===== src/rtl/sar_emu_pkg.sv =====
package sar_emu_pkg;

  // Strobes from the slot sequencer to the datapath, one system clock wide.
  typedef struct packed {
    logic frameEnd;    // chip select rose
    logic partialEnd;  // frame ended before a full control word
    logic slotStart;   // counted falling edge that begins clock 1
    logic holdStart;   // counted falling edge that begins hold
    logic shiftIn;     // rising edge within the control window
    logic commitAddr;  // last control bit arrives
    logic decide;      // rising edge that resolves one result bit
    logic outBit;      // falling edge that presents one result bit
    logic outZero;     // falling edge outside the result window
  } seqStrobe_t;

endpackage


===== src/rtl/sar_emu_ctrl.sv =====
module sar_emu_ctrl
  import sar_emu_pkg::*;
#(
  parameter int SLOT_LEN  = 16,
  parameter int TRACK_LEN = 3,
  parameter int DATA_W    = 8,
  parameter int CTRL_BITS = 8
) (
  input  logic       clk,
  input  logic       rstN,
  input  logic       csN,
  input  logic       sclk,
  output seqStrobe_t strb,
  output logic       tracking,
  output logic       converting
);

  localparam int CNT_W = $clog2(SLOT_LEN + 1);
  localparam logic [CNT_W-1:0] K_ONE     = CNT_W'(1);
  localparam logic [CNT_W-1:0] K_LAST    = CNT_W'(SLOT_LEN);
  localparam logic [CNT_W-1:0] K_TRK_END = CNT_W'(TRACK_LEN);
  localparam logic [CNT_W-1:0] K_HOLD    = CNT_W'(TRACK_LEN + 1);
  localparam logic [CNT_W-1:0] K_DEC_END = CNT_W'(TRACK_LEN + DATA_W);
  localparam logic [CNT_W-1:0] K_OUT_BEG = CNT_W'(TRACK_LEN + 2);
  localparam logic [CNT_W-1:0] K_OUT_END = CNT_W'(TRACK_LEN + 1 + DATA_W);
  localparam logic [CNT_W-1:0] K_CTRL    = CNT_W'(CTRL_BITS);

  logic             csQ;
  logic             sclkQ;
  logic             riseSeen;
  logic [CNT_W-1:0] fallCnt;
  logic [CNT_W-1:0] nextK;
  logic [CNT_W-1:0] rcvd;
  logic             csFall;
  logic             csRise;
  logic             fallEv;
  logic             riseEv;

  // Edge detection against the previous sample; the clock is gated by select.
  always_comb begin
    csFall = csQ & ~csN;
    csRise = ~csQ & csN;
    // A select fall with the clock parked low acts as the first falling edge.
    fallEv = ~csN & ((csFall & ~sclk) | (~csQ & sclkQ & ~sclk));
    riseEv = ~csN & ~csQ & ~sclkQ & sclk;
    nextK  = (fallCnt == K_LAST || fallCnt == '0) ? K_ONE : fallCnt + K_ONE;
    rcvd   = (fallCnt == '0) ? '0 : fallCnt - K_ONE + CNT_W'(riseSeen);
  end

  always_comb begin
    strb            = '0;
    strb.frameEnd   = csRise;
    strb.partialEnd = csRise & (rcvd < K_CTRL);
    strb.slotStart  = fallEv & (nextK == K_ONE);
    strb.holdStart  = fallEv & (nextK == K_HOLD);
    strb.shiftIn    = riseEv & (fallCnt >= K_ONE) & (fallCnt <= K_CTRL);
    strb.commitAddr = riseEv & (fallCnt == K_CTRL);
    strb.decide     = riseEv & (fallCnt >= K_HOLD) & (fallCnt <= K_DEC_END);
    strb.outBit     = fallEv & (nextK >= K_OUT_BEG) & (nextK <= K_OUT_END);
    strb.outZero    = fallEv & ~((nextK >= K_OUT_BEG) & (nextK <= K_OUT_END));
  end

  always_ff @(posedge clk or negedge rstN) begin
    if (!rstN) begin
      csQ      <= 1'b1;
      sclkQ    <= 1'b0;
      fallCnt  <= '0;
      riseSeen <= 1'b0;
    end else begin
      csQ   <= csN;
      sclkQ <= sclk;
      if (csN) begin
        fallCnt  <= '0;
        riseSeen <= 1'b0;
      end else if (fallEv) begin
        fallCnt  <= nextK;
        riseSeen <= 1'b0;
      end else if (riseEv) begin
        riseSeen <= 1'b1;
      end
    end
  end

  assign tracking   = (fallCnt >= K_ONE) && (fallCnt <= K_TRK_END);
  assign converting = (fallCnt >= K_HOLD);


  rise_after_fall_chk: assert property (@(posedge clk) disable iff (!rstN)
    riseEv |-> (fallCnt != '0));


  track_needs_select_chk: assert property (@(posedge clk) disable iff (!rstN)
    $rose(tracking) |-> !$past(csN));

endmodule


===== src/rtl/sar_emu_datapath.sv =====
module sar_emu_datapath
  import sar_emu_pkg::*;
#(
  parameter int DATA_W    = 8,
  parameter int NUM_CH    = 4,
  parameter int CTRL_BITS = 8,
  parameter int ADDR_LSB  = 3
) (
  input  logic                     clk,
  input  logic                     rstN,
  input  logic                     csN,
  input  logic                     din,
  input  logic [NUM_CH*DATA_W-1:0] chanLevels,
  input  seqStrobe_t               strb,
  output logic                     dout,
  output logic                     doutOe
);

  localparam int CH_W  = $clog2(NUM_CH);
  localparam int PTR_W = $clog2(DATA_W);
  localparam logic [PTR_W-1:0] PTR_TOP = PTR_W'(DATA_W - 1);
  localparam logic [PTR_W-1:0] PTR_ONE = PTR_W'(1);

  logic [DATA_W-1:0]    lvl [NUM_CH];
  logic [CTRL_BITS-1:0] ctrlSh;
  logic [CTRL_BITS-1:0] ctrlNext;
  logic [CH_W-1:0]      nextCh;
  logic [CH_W-1:0]      curCh;
  logic [DATA_W-1:0]    sample;
  logic [DATA_W-1:0]    sarReg;
  logic [DATA_W-1:0]    trial;
  logic [PTR_W-1:0]     decPtr;
  logic [PTR_W-1:0]     outPtr;
  logic                 doutQ;
  logic                 oeQ;

  generate
    for (genvar c = 0; c < NUM_CH; c++) begin : g_lvl
      assign lvl[c] = chanLevels[c*DATA_W +: DATA_W];
    end
  endgenerate

  assign ctrlNext = {ctrlSh[CTRL_BITS-2:0], din};
  assign trial    = sarReg | (DATA_W'(1) << decPtr);

  // Control word and channel selection.
  always_ff @(posedge clk or negedge rstN) begin
    if (!rstN) begin
      ctrlSh <= '0;
      nextCh <= '0;
      curCh  <= '0;
    end else begin
      if (strb.shiftIn) ctrlSh <= ctrlNext;
      if (strb.commitAddr) nextCh <= ctrlNext[ADDR_LSB +: CH_W];
      else if (strb.partialEnd) nextCh <= '0;
      if (strb.slotStart) curCh <= nextCh;
    end
  end

  // Hold sample and bit-serial approximation, one bit per rising edge.
  always_ff @(posedge clk or negedge rstN) begin
    if (!rstN) begin
      sample <= '0;
      sarReg <= '0;
      decPtr <= PTR_TOP;
    end else if (strb.holdStart) begin
      sample <= lvl[curCh];
      sarReg <= '0;
      decPtr <= PTR_TOP;
    end else if (strb.decide) begin
      if (sample >= trial) sarReg <= trial;
      decPtr <= decPtr - PTR_ONE;
    end
  end

  // Output shifter, updated on counted falling edges.
  always_ff @(posedge clk or negedge rstN) begin
    if (!rstN) begin
      doutQ  <= 1'b0;
      outPtr <= PTR_TOP;
      oeQ    <= 1'b0;
    end else begin
      oeQ <= ~csN;
      if (strb.frameEnd || strb.outZero) begin
        doutQ <= 1'b0;
        if (strb.holdStart) outPtr <= PTR_TOP;
      end else if (strb.outBit) begin
        doutQ  <= sarReg[outPtr];
        outPtr <= outPtr - PTR_ONE;
      end
    end
  end

  assign dout   = doutQ;
  assign doutOe = oeQ;


  sar_bound_chk: assert property (@(posedge clk) disable iff (!rstN)
    sarReg <= sample);

endmodule


===== src/rtl/sar_serial_emu.sv =====
module sar_serial_emu
  import sar_emu_pkg::*;
#(
  parameter int DATA_W    = 8,
  parameter int NUM_CH    = 4,
  parameter int SLOT_LEN  = 16,
  parameter int TRACK_LEN = 3,
  parameter int CTRL_BITS = 8,
  parameter int ADDR_LSB  = 3
) (
  input  logic                     clk,
  input  logic                     rstN,
  input  logic                     csN,
  input  logic                     sclk,
  input  logic                     din,
  input  logic [NUM_CH*DATA_W-1:0] chanLevels,
  output logic                     dout,
  output logic                     doutOe,
  output logic                     tracking,
  output logic                     converting
);

  seqStrobe_t strb;

  sar_emu_ctrl #(
    .SLOT_LEN (SLOT_LEN),
    .TRACK_LEN(TRACK_LEN),
    .DATA_W   (DATA_W),
    .CTRL_BITS(CTRL_BITS)
  ) ctrl_i (
    .clk       (clk),
    .rstN      (rstN),
    .csN       (csN),
    .sclk      (sclk),
    .strb      (strb),
    .tracking  (tracking),
    .converting(converting)
  );

  sar_emu_datapath #(
    .DATA_W   (DATA_W),
    .NUM_CH   (NUM_CH),
    .CTRL_BITS(CTRL_BITS),
    .ADDR_LSB (ADDR_LSB)
  ) dp_i (
    .clk       (clk),
    .rstN      (rstN),
    .csN       (csN),
    .din       (din),
    .chanLevels(chanLevels),
    .strb      (strb),
    .dout      (dout),
    .doutOe    (doutOe)
  );


  quiet_in_track_chk: assert property (@(posedge clk) disable iff (!rstN)
    tracking |-> !dout);


  quiet_when_off_chk: assert property (@(posedge clk) disable iff (!rstN)
    !doutOe |-> !dout);

endmodule


===== config.mk =====
export PLATFORM = sky130hd
export DESIGN_NAME = sar_serial_emu
export DESIGN_NICKNAME = d
export VERILOG_FILES = /design/src/rtl/sar_emu_pkg.sv /design/src/rtl/sar_emu_ctrl.sv /design/src/rtl/sar_emu_datapath.sv /design/src/rtl/sar_serial_emu.sv
export SDC_FILE = /design/constraint.sdc
export NUM_CORES = 1
export LEC_CHECK = 0
export BUFFER_PORTS_ARGS = -buffer_cell sky130_fd_sc_hd__buf_4
export CORE_ASPECT_RATIO = 1.4
export CORE_MARGIN = 1
export CORE_UTILIZATION = 30
export CTS_CLUSTER_DIAMETER = 200
export DETAILED_ROUTE_END_ITERATION = 12
export SLEW_MARGIN = 40
export SYNTH_ARGS = -nofsm -noshare
export SYNTH_HDL_FRONTEND = slang
export SYNTH_SLANG_ARGS = --single-unit

===== constraint.sdc =====
create_clock -name clk -period 3.1 [get_ports clk]
set_input_delay 0.62 -clock clk [delete_from_list [all_inputs] [get_ports clk]]
set_output_delay 0.62 -clock clk [all_outputs]
set_load 0.05 [all_outputs]

# After elaboration in Yosys (flattened, before gate mapping)

Cells that the tools add are included.
Widths: inputs -> output; s select.

Muxes and demuxes: 24
Div/mod/pow operators: 0
$lt $le $gt $ge: 11
Multiply operators: 0
Reduce and logical (&&, ||, !) cells: 12
Add/subtract/negate cells: 5
Equality and inequality tests: 5
Shifts and indexed selects: 1
Bitwise operators: 29

Operators with widths:

| kind                | count |
|---|---|
| $mux 8              | 5 |
| $and 1x1->1         | 21 |
| $mux 5              | 4 |
| $bmux 8 s2          | 1 |
| $le 5x4->1 const B  | 3 |
| $mux 3              | 5 |
| $ge 5x3->1 const B  | 2 |
| $reduce_bool 2->1   | 5 |
| $ge 8x8->1          | 1 |
| $or 8x8->8          | 1 |
| $shl 1x3->8 const A | 1 |
| $mux 1              | 6 |
| $sub 3x1->3 const B | 2 |
| $add 5x1->5         | 1 |
| $add 5x1->5 const B | 1 |
| $eq 5x1->1 const B  | 1 |
| $eq 5x3->1 const B  | 1 |
| $eq 5x4->1 const B  | 1 |
| $eq 5x5->1 const B  | 1 |
| $ge 5x1->1 const B  | 1 |
| $le 5x2->1 const B  | 1 |
| $logic_not 5->1     | 1 |
| $lt 5x4->1 const B  | 1 |
| $not 1->1           | 5 |
| 12 further kinds    | 15 |

Bits in writable memories: 0
Memories: 0
ROM bits: 0
Bits in latches: 0
Register bits: 40

# Longest topological paths before layout

Gate-level depths: netlist of the first run.

Depth after elaboration: 10
Mapped depth: 10

# Cells and area by module

A second synthesis of the first run with hierarchy kept.

Cells, all modules: 232
Area, all modules: 2506.2 µm²

By module, submodules not included:

| module           | area each (µm²) | cells each | times used | sequential area each (µm²) |
|---|---|---|---|---|
| sar_emu_datapath | 1850.5          | 147        | 1          | 808.3 |
| sar_emu_ctrl     | 655.6           | 85         | 1          | 201.4 |

# Worst setup path before layout of the first run

Ideal clock, no wire load.

Path type: register to output
Start point: register ctrl_i.fallCnt[3]
End point: output tracking
Cell stages (with the launch flop): 5
Buffers on the path: 2
Path slack: 26 ps
Arrival time: 2454 ps
Cells stage by stage: dfrtp_1 buf_6 buf_2 or3_1 nor3b_1

Word-level cells in the longest chain between the ends: 2
Elaborated cells on any way between the ends: 3
Those cells by class: order compare: 2; reduce/logical: 1

Ends and longest elaborated chain:

| what                                     | RTL line             | RTL |
|---|---|---|
| from (decl)                              | sar_emu_ctrl.sv:31   | `logic [CNT_W-1:0] fallCnt;` |
| from (signal assigned)                   | sar_emu_ctrl.sv:76   | `fallCnt <= nextK;` |
| $ge 5x1->1 or $le 5x2->1 (tied branches) | sar_emu_ctrl.sv:84   | `assign tracking = (fallCnt >= K_ONE) && (fallCnt <= K_TRK_END);` |
| $logic_and 1x1->1 (*)                    | sar_emu_ctrl.sv:84   |  |
| to (decl)                                | sar_serial_emu.sv:19 | `output logic tracking,` |

Mark *: on every way between the ends. The rest lies on a longest branch, timed or not.

# Final worst setup path of the first run

Start point: register dp_i.decPtr[0]
End point: register dp_i.sarReg[5]

Word-level cells in the longest chain between the ends: 5
Elaborated cells on any way between the ends: 8
Those cells by class: order compare: 1; shift: 1; mux: 3; bitwise: 1; reduce/logical: 2

Ends and longest elaborated chain:

| what                                                         | RTL line               | RTL |
|---|---|---|
| from (decl)                                                  | sar_emu_datapath.sv:32 | `logic [PTR_W-1:0] decPtr;` |
| from (signal assigned)                                       | sar_emu_datapath.sv:72 | `decPtr <= decPtr - PTR_ONE;` |
| $shl 1x3->8 (*)                                              | sar_emu_datapath.sv:44 | `assign trial = sarReg \| (DATA_W'(1) << decPtr);` |
| $or 8x8->8 (*)                                               | sar_emu_datapath.sv:44 |  |
| $ge 8x8->1 or $mux 8 (tied branches)                         | sar_emu_datapath.sv:71 | `if (sample >= trial) sarReg <= trial;` |
| $reduce_bool 2->1 (no source line) or $mux 8 (tied branches) | n/a                    |  |
| $reduce_and 2->1 (no source line) or $mux 8 (tied branches)  | n/a                    |  |
| to (signal assigned)                                         | sar_emu_datapath.sv:71 |  |
| to (decl)                                                    | sar_emu_datapath.sv:30 | `logic [DATA_W-1:0] sarReg;` |

Mark *: on every way between the ends. The rest lies on a longest branch, timed or not. The select of a mux whose other input is x is not followed.
A chain may end at the register's enable or synchronous reset.

==> flow_summary_export.csv, run 1 <==
group,metric,value,unit
power_and_ir_drop,switching_share,24.11,%
critical_path,crit_path_start_kind,"register",
timing,finalWorstSetupSlack,464.1,ps
drt,num_vias,1877,
clock_tree,cts_hold_buf,0,
global_routing,grt.met3_usage,1.494,%
placement,detailed_place_hpwl,4259,um
critical_path,crit_cells,10,
yosys,synth_cell_types,51,
critical_path,reg2reg_to,"dp_i.sarReg[5]",
cells_and_area,fin_area,3033,um2
yosys,ys_ff_latch,40,
timing,tightest_slew,509.6,ps
global_routing,antenna_found_initial,0,
yosys,yosys_warnings,0,
cells_and_area,syn_to_final_growth,21.56,%
global_routing,grt_usage,13.81,%
yosys,netlist_instances,234,
yosys,synth.cell_area,2495,um2
floorplanning,start_util,30.80,%
critical_path,max_stage_delay,560,ps
critical_path,critPathLaunch,"dp_i.decPtr[0]",
power_and_ir_drop,pwr-share-clk,41.4,%
global_routing,use_met1,15.70,%
clock_tree,cts_buffers,5,
placement,globalplace.congestion,0.7890,
drt,drcViolationCount,0,
cells_and_area,final_nets,324,
placement,place_inst,365,
power_and_ir_drop,ir_drop,0.2870,mV
critical_path,crit_end,"dp_i.sarReg[5]",
floorplanning,num_io_pins,41,
power_and_ir_drop,powerDensity,458.4,nW/um2
yosys,synthAdderAreaFrac,8.526,%
clock_tree,cts_root_buf,"clkbuf_16",
placement,port_buffers,40,
clock_tree,cts_resized,0,
global_routing,met2_usage,24.69,%
critical_path,worstPathArrival,2770,ps
timing,finalHoldViolCount,0,
drt,firstDrtPassIters,4,
global_routing,grt_pass1_wl,9149,um
global_routing,grt_overflow,0,
clock_tree,cts_buffer_depth,2,
critical_path,reg2reg_slack,460,ps
cells_and_area,finish.utilization,37.44,%
clock_tree,cts_max_level,2,
clock_tree,cts_tree,"built",
yosys,ys.flop_type,"dfrtp_1",
critical_path,rr_worst_depth,10,
clock_tree,clk_pin_slew,60,ps
power_and_ir_drop,p_int,1.055,mW
placement,dpl_cell_area,2869,um2
clock_tree,cts.sinks,40,
cells_and_area,final_cells,373,
run_status,outcome,"finished, final reports clean",
min_path,worstHoldPathType,"input pin to async pin",
power_and_ir_drop,p_total,1.390,mW
critical_path,crit_buf_inv,2,
floorplanning,die_h,109.9,um
critical_path,cpLargestDelayFamily,"compound AO/OA/AOI/OAI gates",
timing,slew_headroom,66.03,%
yosys,yosysSeqAreaShare,40.47,%
yosys,synth_area_per_cell,10.66,um2
timing,fin_setup_tns,0,ps
clock_tree,cts_setup_buffers,0,
drt,dr.first_iter.drc_count,36,
floorplanning,rows,39,
drt,wirelength,5437,um
drt,ant_nets,0,
power_and_ir_drop,p_sw,335.2,uW
critical_path,end_kind,"register",
yosys,synth_xor_area_share,1.053,%
timing,maxSlewViolCount,0,
yosys,async_flop_share,100.0,%
critical_path,crit_slowest_cell,"dfstp_2",
yosys,syn-num-nets,288,
critical_path,required,3240,ps
global_routing,top_usage_layer,"met2",
timing,hold_slack,302.0,ps
drt,via_per_inst,5.032,
floorplanning,die_w,79.07,um
timing,setup_viol,0,
power_and_ir_drop,pwr-share-comb,15.1,%
timing,rsz0062_at_grt,"false",
drt,wl_per_cell,14.58,um
floorplanning,die_area,8690,um2
cells_and_area,drive_gt1_share,29.89,%
critical_path,path_class,"register to register",
global_routing,grt_pass1_vias,1912,
clock_tree,clock_latency,280,ps
floorplanning,core_region_area,8100,um2
flow_run,max_cap_violations,0,
yosys,synth_compound_area_share,16.95,%
timing,max_freq,379.4,MHz
critical_path,cp_max_fo,8,
timing,clock-skew-final,5.743,ps
critical_path,worstPathCellList,"inv_1, ha_1, a21oi_1, inv_1, ha_1, nand2b_1, a211oi_1, o21ai_0, a41oi_2, a211oi_1",
power_and_ir_drop,p_leak,1.364,nW
timing,finalCriticalPeriod,2636,ps
placement,place_ws,490.6,ps
yosys,synth_top_family_by_area,"compound AO/OA/AOI/OAI gates",
critical_path,r2r-start,"dp_i.decPtr[0]",
yosys,yosys.area_share.simple,12.04,%
cells_and_area,num_antenna_cells,0,
timing,finalCritPeriodShare,85.03,%
yosys,synthMuxAreaShare,15.20,%
global_routing,grt_max_degree,41,
power_and_ir_drop,p_seq_share,43.5,%
yosys,synth-edff-count,0,
power by group through the flow:
| stage | clock network (mW) | logic [mW] | registers [mW] |
|---|---|---|---|
| 2_1_floorplan | 0 | 0.140 | 0.601 |
| 3_3_place_gp | 0 | 0.208 | 0.614 |
| 3_5_place_dp | 0 | 0.212 | 0.614 |
| 4_1_cts | 0.592 | 0.213 | 0.605 |
| 5_1_grt | 0.608 | 0.239 | 0.610 |
| 6_report | 0.576 | 0.210 | 0.605 |
final cells by class:
| cell class | instances | area, um2 |
|---|---|---|
| Sequential cell | 40 | 1010 |
| Inverter | 22 | 82.58 |
| Fill cell | 832 | 5067 |
| Timing Repair Buffer | 41 | 307.8 |
| Clock buffer | 6 | 128.9 |
| Tap cell | 102 | 127.6 |
| Multi-Input combinational cell | 160 | 1341 |
| Clock inverter | 2 | 35.03 |
state kept, by name (all words and copies together) (netlist names), 2 cells and up:
signal	cells
dp_i.sample	8
dp_i.sarReg	8
ctrl_i.fallCnt	5
dp_i.ctrlSh	4
dp_i.decPtr	3
dp_i.outPtr	3
dp_i.curCh	2
dp_i.nextCh	2
cells in the final DEF (no fill, tap or decap), drive strengths merged, types with 4 or more instances in the layout:
| master | instances |
|---|---|
| a211oi | 10 |
| a21o | 4 |
| a21oi | 20 |
| buf | 41 |
| clkbuf | 6 |
| dfrtp | 33 |
| dfstp | 7 |
| ha | 17 |
| inv | 22 |
| mux2 | 13 |
| mux4 | 9 |
| nand2 | 14 |
| nand3 | 6 |
| nor2 | 8 |
| o21ai | 13 |
cell usage after synthesis (all sizes together) (6+ instances only):
cell type | count | area, um2
nand3 | 6 | 30.03
a211oi | 10 | 75.07
buf | 10 | 53.80
ha | 17 | 212.7
dfstp | 7 | 183.9
a21oi | 20 | 115.1
dfrtp | 33 | 825.8
mux4 | 9 | 202.7
nor2 | 8 | 32.54
nand2 | 14 | 55.06
mux2 | 13 | 146.4
inv | 22 | 82.58
o21ai | 13 | 65.06
per-layer routing:
metal / part of all wire [%] / up-vias
met5: 0 / -
met4: 3.3 / 0
met3: 1.8 / 10
met2: 54 / 28
met1: 40 / 913
li1: - / 926
worst min path at each step:
stage / slack (ps) / depth (start not counted) / end
6_report: 300 / 1 / dp_i.doutOe
5_1_grt: 350 / 1 / dp_i.doutOe
4_1_cts: 330 / 1 / ctrl_i.fallCnt[0]
3_5_place_dp: 480 / 2 / dp_i.nextCh[1]
3_3_place_gp: 470 / 2 / dp_i.nextCh[1]
2_1_floorplan: 320 / 0 / ctrl_i.fallCnt[0]
cells by family (layout without fill, tap and decap cells):
logic type | after synthesis | after routing
compound gates | 61 | 61
simple gates | 54 | 54
flops | 40 | 40
buf+inv | 34 | 71
mux | 25 | 25
fa+ha+maj | 17 | 17
xor+xnor | 3 | 3
(Power assumes the default switching activity.)
==> run 2: changes to the inputs <==
--- a/config.mk
+++ b/config.mk
@@ -14,4 +14,5 @@
 export SLEW_MARGIN = 40
 export SYNTH_ARGS = -nofsm -noshare
 export SYNTH_HDL_FRONTEND = slang
+export SYNTH_HIERARCHICAL = 1
 export SYNTH_SLANG_ARGS = --single-unit
==> run 2 against run 1 <==
Net effect:
- largest power group unchanged
- clock skew shrank 1.4 ps
- critical endpoint is now dp_i/sarReg[3]
- clock power grew 0.7%
- highest routed layer unchanged
- maximum frequency shrank 4.7%
- clock-buffer cell count shrank 1
- combinational power grew 100%
==> flow_summary_export.csv, run 2 <==
group,metric,value,unit
critical_path,path_class,"register to register",
critical_path,rr_worst_depth,10,
clock_tree,cts_buffer_depth,2,
cells_and_area,syn_to_final_growth,23.37,%
critical_path,worstPathArrival,2930,ps
clock_tree,cts_tree,"built",
timing,max_freq,361.4,MHz
timing,slew_headroom,52.51,%
yosys,netlist_instances,232,
clock_tree,cts_buffers,5,
drt,firstDrtPassIters,6,
timing,setup_viol,0,
critical_path,crit_end,"dp_i/sarReg[3]",
yosys,ys.flop_type,"dfrtp_1",
clock_tree,cts_root_buf,"clkbuf_16",
global_routing,grt_max_degree,41,
critical_path,crit_path_start_kind,"register",
clock_tree,cts_max_level,2,
drt,ant_nets,0,
yosys,synth_area_leaders,"dfrtp_1 (33%), mux2_2 (9.4%), ha_1 (9.0%)",
yosys,ys_ff_latch,40,
global_routing,antenna_found_initial,0,
critical_path,reg2reg_slack,330,ps
clock_tree,cts_setup_buffers,0,
drt,wl_per_cell,14.49,um
timing,fin_setup_tns,0,ps
global_routing,grt_usage,13.80,%
placement,globalplace.congestion,0.8739,
drt,dr.first_iter.drc_count,117,
cells_and_area,drive_gt1_share,31.88,%
floorplanning,rows,39,
floorplanning,start_util,30.75,%
cells_and_area,top_regs,"dp_i/sample: 8 flops, dp_i/sarReg: 8 flops, ctrl_i/fallCnt: 5 flops",
drt,via_per_inst,5.183,
critical_path,crit_cells,10,
yosys,synth_area_per_cell,10.80,um2
cells_and_area,layout_commonest_cell,"buf_4",
drt,wirelength,5478,um
yosys,synth_top_area_share,32.95,%
timing,tightest_slew,708.0,ps
placement,detailed_place_hpwl,4149,um
clock_tree,cts_resized,0,
flow_run,max_cap_violations,0,
power_and_ir_drop,ir_drop,0.2950,mV
critical_path,cp_max_fo,8,
yosys,synth_common_cells,"dfrtp_1 (33), nor2_1 (25), mux2_2 (21)",
run_status,outcome,"finished, final reports clean",
floorplanning,die_w,79.25,um
global_routing,grt_pass1_vias,1913,
power_and_ir_drop,p_leak,1.449,nW
yosys,synth.cell_area,2506,um2
timing,finalCriticalPeriod,2767,ps
critical_path,cpLargestDelayFamily,"compound AO/OA/AOI/OAI gates",
critical_path,end_kind,"register",
drt,num_vias,1959,
floorplanning,die_h,110.1,um
timing,rsz0062_at_grt,"false",
critical_path,r2r-start,"ctrl_i/fallCnt[0]",
critical_path,crit_slowest_cell,"dfrtp_1",
power_and_ir_drop,powerDensity,535.3,nW/um2
timing,clock-skew-final,4.391,ps
timing,hold_slack,312.3,ps
clock_tree,cts_hold_buf,0,
yosys,syn-num-nets,287,
cells_and_area,num_antenna_cells,0,
yosys,async_flop_share,100.0,%
clock_tree,cts.sinks,40,
min_path,worstHoldPathType,"input pin to async pin",
cells_and_area,finish.utilization,37.94,%
drt,drcViolationCount,0,
yosys,synth_cell_types,43,
yosys,yosysSeqAreaShare,40.29,%
floorplanning,die_area,8728,um2
global_routing,grt_pass1_wl,9218,um
cells_and_area,layout_common_cells,"buf_4 (44), dfrtp_1 (33), nor2_1 (25)",
floorplanning,core_region_area,8149,um2
timing,finalHoldViolCount,0,
critical_path,reg2reg_to,"dp_i/sarReg[3]",
clock_tree,clk_pin_slew,60,ps
global_routing,grt_overflow,0,
floorplanning,num_io_pins,41,
clock_tree,clock_latency,280,ps
yosys,yosysMostFrequentCell,"dfrtp_1",
critical_path,critPathLaunch,"ctrl_i/fallCnt[0]",
critical_path,required,3260,ps
timing,finalCritPeriodShare,89.25,%
cells_and_area,final_nets,330,
critical_path,worstPathCellList,"inv_1, ha_1, nand2b_1, a21oi_1, o21ai_0, nor3_2, a211oi_1, a31oi_1, a21oi_4, mux2_2",
yosys,yosys_warnings,6,
critical_path,crit_buf_inv,1,
yosys,synth-edff-count,0,
placement,port_buffers,40,
critical_path,max_stage_delay,480,ps
yosys,yosys.area.top_type,"dfrtp_1",
timing,maxSlewViolCount,0,
## run 2: where the power goes
| part | switching [mW] | internal, mW |
|---|---|---|
| logic | 0.223 | 0.198 |
| registers | 0.0594 | 0.595 |
| clock network | 0.202 | 0.378 |
| total | 0.484 | 1.17 |
## run 2: through the flow
| stage | cells | setup slack, ps | instance area, um2 | power (mW) |
|---|---|---|---|---|
| after floorplan | 232 | 616.5 | 2506 | 0.9391 |
| after global placement | 370 | 472.5 | 2924 | 1.071 |
| after detailed placement | 370 | 326.6 | 2924 | 1.079 |
| after CTS | 378 | 308.7 | 3092 | 1.671 |
| after global routing | 378 | 78.30 | 3092 | 1.754 |
| final | 378 | 333.3 | 3092 | 1.655 |
## run 2: logic make-up after synthesis
kind of cell | share of synthesized area, %
AO/OA/AOI/OAI | 11.58
XOR/XNOR | 0.6991
adder cells (fa/ha/maj) | 8.987
buffers and inverters | 3.594
flip-flops | 40.29
multiplexers | 20.02
AND/OR/NAND/NOR | 14.83
## run 2: how the worst min path moves through the flow
stage / slack [ps] / to / from
2_1_floorplan: 320 / ctrl_i/fallCnt[0] / rstN
3_3_place_gp: 480 / dp_i/nextCh[1] / dp_i/nextCh[1]
3_5_place_dp: 480 / dp_i/nextCh[1] / dp_i/nextCh[1]
4_1_cts: 330 / dp_i/sample[1] / rstN
5_1_grt: 350 / dp_i/sample[1] / rstN
6_report: 310 / dp_i/sample[1] / rstN
## run 2: area by class of cell
class	instances	area, um2
well taps	102	127.6
repair buffers	44	330.3
flip-flops and latches	40	1010
clock inverters	3	42.54
clock buffers	5	125.1
multi-input cells	172	1411
fillers	781	5057
inverters	12	45.04
## run 2: metal layers
metal / track usage [%] / vias to the layer above / wire length, um
li1: - / 943 / -
met1: 15.99 / 953 / 2256
met2: 24.57 / 46 / 2883
met3: 1.811 / 17 / 165
met4: 7.403 / 0 / 172
met5: 0 / - / 0
==> run 3: changes to the inputs <==
--- a/config.mk
+++ b/config.mk
@@ -11,6 +11,7 @@
 export CORE_UTILIZATION = 30
 export CTS_CLUSTER_DIAMETER = 200
 export DETAILED_ROUTE_END_ITERATION = 12
+export PLACE_DENSITY = 0.53
 export SLEW_MARGIN = 40
 export SYNTH_ARGS = -nofsm -noshare
 export SYNTH_HDL_FRONTEND = slang
==> run 3 against run 2 <==
Net effect:
- final area fell by 0.36%
- register-to-register slack improved by 30 ps
- routed wire length down 0.49%
- final cell count is 0.53% lower
- utilization fell by 0.14 points
- sequential power barely moved
- sequential cell count stayed put
==> flow_summary_export.csv, run 3 (synthesis gave the netlist of run 2 again) <==
group,metric,value,unit
run_status,outcome,"finished, final reports clean",
floorplanning,num_io_pins,41,
timing,rsz0062_at_grt,"false",
critical_path,end_kind,"register",
floorplanning,core_region_area,8149,um2
clock_tree,cts_buffers,5,
critical_path,cpLargestDelayFamily,"compound AO/OA/AOI/OAI gates",
timing,finalHoldViolCount,0,
cells_and_area,top_regs,"dp_i/sample: 8 flops, dp_i/sarReg: 8 flops, ctrl_i/fallCnt: 5 flops",
timing,fin_setup_tns,0,ps
timing,finalCritPeriodShare,88.25,%
cells_and_area,num_antenna_cells,0,
critical_path,max_stage_delay,470,ps
clock_tree,clk_pin_slew,60,ps
global_routing,grt_pass1_vias,1952,
placement,detailed_place_hpwl,4257,um
floorplanning,die_h,110.1,um
timing,maxSlewViolCount,0,
critical_path,required,3270,ps
clock_tree,cts_hold_buf,0,
power_and_ir_drop,ir_drop,0.3088,mV
timing,tightest_slew,761.6,ps
timing,setup_viol,0,
global_routing,antenna_found_initial,0,
drt,firstDrtPassIters,4,
cells_and_area,layout_commonest_cell,"buf_4",
placement,port_buffers,40,
placement,place_ws,382.7,ps
clock_tree,cts_tree,"built",
critical_path,r2r-start,"ctrl_i/fallCnt[0]",
drt,num_vias,1899,
critical_path,crit_buf_inv,1,
cells_and_area,final_cells,376,
timing,finalWorstSetupSlack,364.2,ps
clock_tree,cts_resized,0,
clock_tree,cts.sinks,40,
global_routing,grt_usage,13.96,%
drt,wirelength,5451,um
clock_tree,cts_root_buf,"clkbuf_16",
global_routing,grt_overflow,0,
clock_tree,cts_max_level,2,
power_and_ir_drop,p_leak,1.439,nW
clock_tree,cts_buffer_depth,2,
drt,drcViolationCount,0,
critical_path,worstPathCellList,"inv_1, ha_1, nand2b_1, a21oi_1, o21ai_0, nor3_2, a211oi_1, a31oi_1, a21oi_4, mux2_2",
floorplanning,die_w,79.25,um
timing,clock-skew-final,4.958,ps
critical_path,cp_max_fo,8,
critical_path,path_class,"register to register",
global_routing,grt_max_degree,41,
timing,hold_slack,304.9,ps
timing,slew_headroom,48.92,%
critical_path,worstPathArrival,2910,ps
floorplanning,die_area,8728,um2
drt,ant_nets,0,
critical_path,crit_slowest_cell,"dfrtp_1",
drt,wl_per_cell,14.50,um
drt,dr.first_iter.drc_count,69,
cells_and_area,drive_gt1_share,31.39,%
cells_and_area,syn_to_final_growth,22.92,%
flow_run,max_cap_violations,0,
placement,place_inst,368,
cells_and_area,final_nets,328,
critical_path,critPathLaunch,"ctrl_i/fallCnt[0]",
timing,finalCriticalPeriod,2736,ps
min_path,worstHoldPathType,"input pin to async pin",
placement,globalplace.congestion,0.8114,
clock_tree,clock_latency,290,ps
cells_and_area,layout_common_cells,"buf_4 (42), dfrtp_1 (33), nor2_1 (25)",
drt,via_per_inst,5.051,
global_routing,grt_pass1_wl,9273,um
floorplanning,start_util,30.75,%
power_and_ir_drop,powerDensity,542.4,nW/um2
timing,max_freq,365.5,MHz
clock_tree,cts_setup_buffers,0,
floorplanning,rows,39,
critical_path,crit_path_start_kind,"register",
## run 3: cell count changes in the layout (fill, tap and decap cells not counted), sizes merged
cell    change
clkinv      -1
buf         -2
inv         +1
## run 3: stage by stage
step	util [%]	power, mW	instance area [um2]
CTS	37.80	1.695	3080
global placement	35.70	1.071	2909
finish	37.80	1.671	3080
global route	37.80	1.773	3080
detailed placement	35.70	1.082	2909
floorplan	-	0.9391	2506
## run 3: worst paths after layout
| check | to | slack [ps] | cells after the start |
|---|---|---|---|
| max in group asynchronous | dp_i/decPtr[1] | 2420 | 1 |
| setup reg to reg | dp_i/sarReg[3] | 360 | 10 |
| hold reg to reg | dp_i/nextCh[1] | 490 | 1 |
| setup / recovery | dp_i/sarReg[3] | 360 | 10 |
| hold / removal | dp_i/sample[0] | 300 | 1 |
| min in group clk | ctrl_i/sclkQ | 480 | 1 |
## run 3: power breakdown
| group | internal (mW) | total (mW) | switching, mW | leakage (nW) |
|---|---|---|---|---|
| logic | 0.197 | 0.416 | 0.219 | 0.842 |
| registers | 0.595 | 0.652 | 0.0569 | 0.517 |
| clock network | 0.382 | 0.603 | 0.220 | 0.0804 |
| total | 1.17 | 1.67 | 0.496 | 1.44 |
## run 3: area by class of cell
cell class	count	area, um2
Clock inverter	3	46.29
Sequential cell	40	1010
Clock buffer	5	125.1
Fill cell	807	5069
Timing Repair Buffer	42	315.3
Multi-Input combinational cell	172	1411
Tap cell	102	127.6
Inverter	12	45.04
## run 3: per-layer routing
layer | up-vias | GRT usage, % | share of wire, % | wire length [um]
met3 | 11 | 2.798 | 3.1 | 169
met2 | 34 | 25.74 | 53 | 2902
met1 | 920 | 15.57 | 42 | 2267
met5 | - | 0 | 0 | 0
met4 | 0 | 5.584 | 2.0 | 111
li1 | 934 | - | - | -
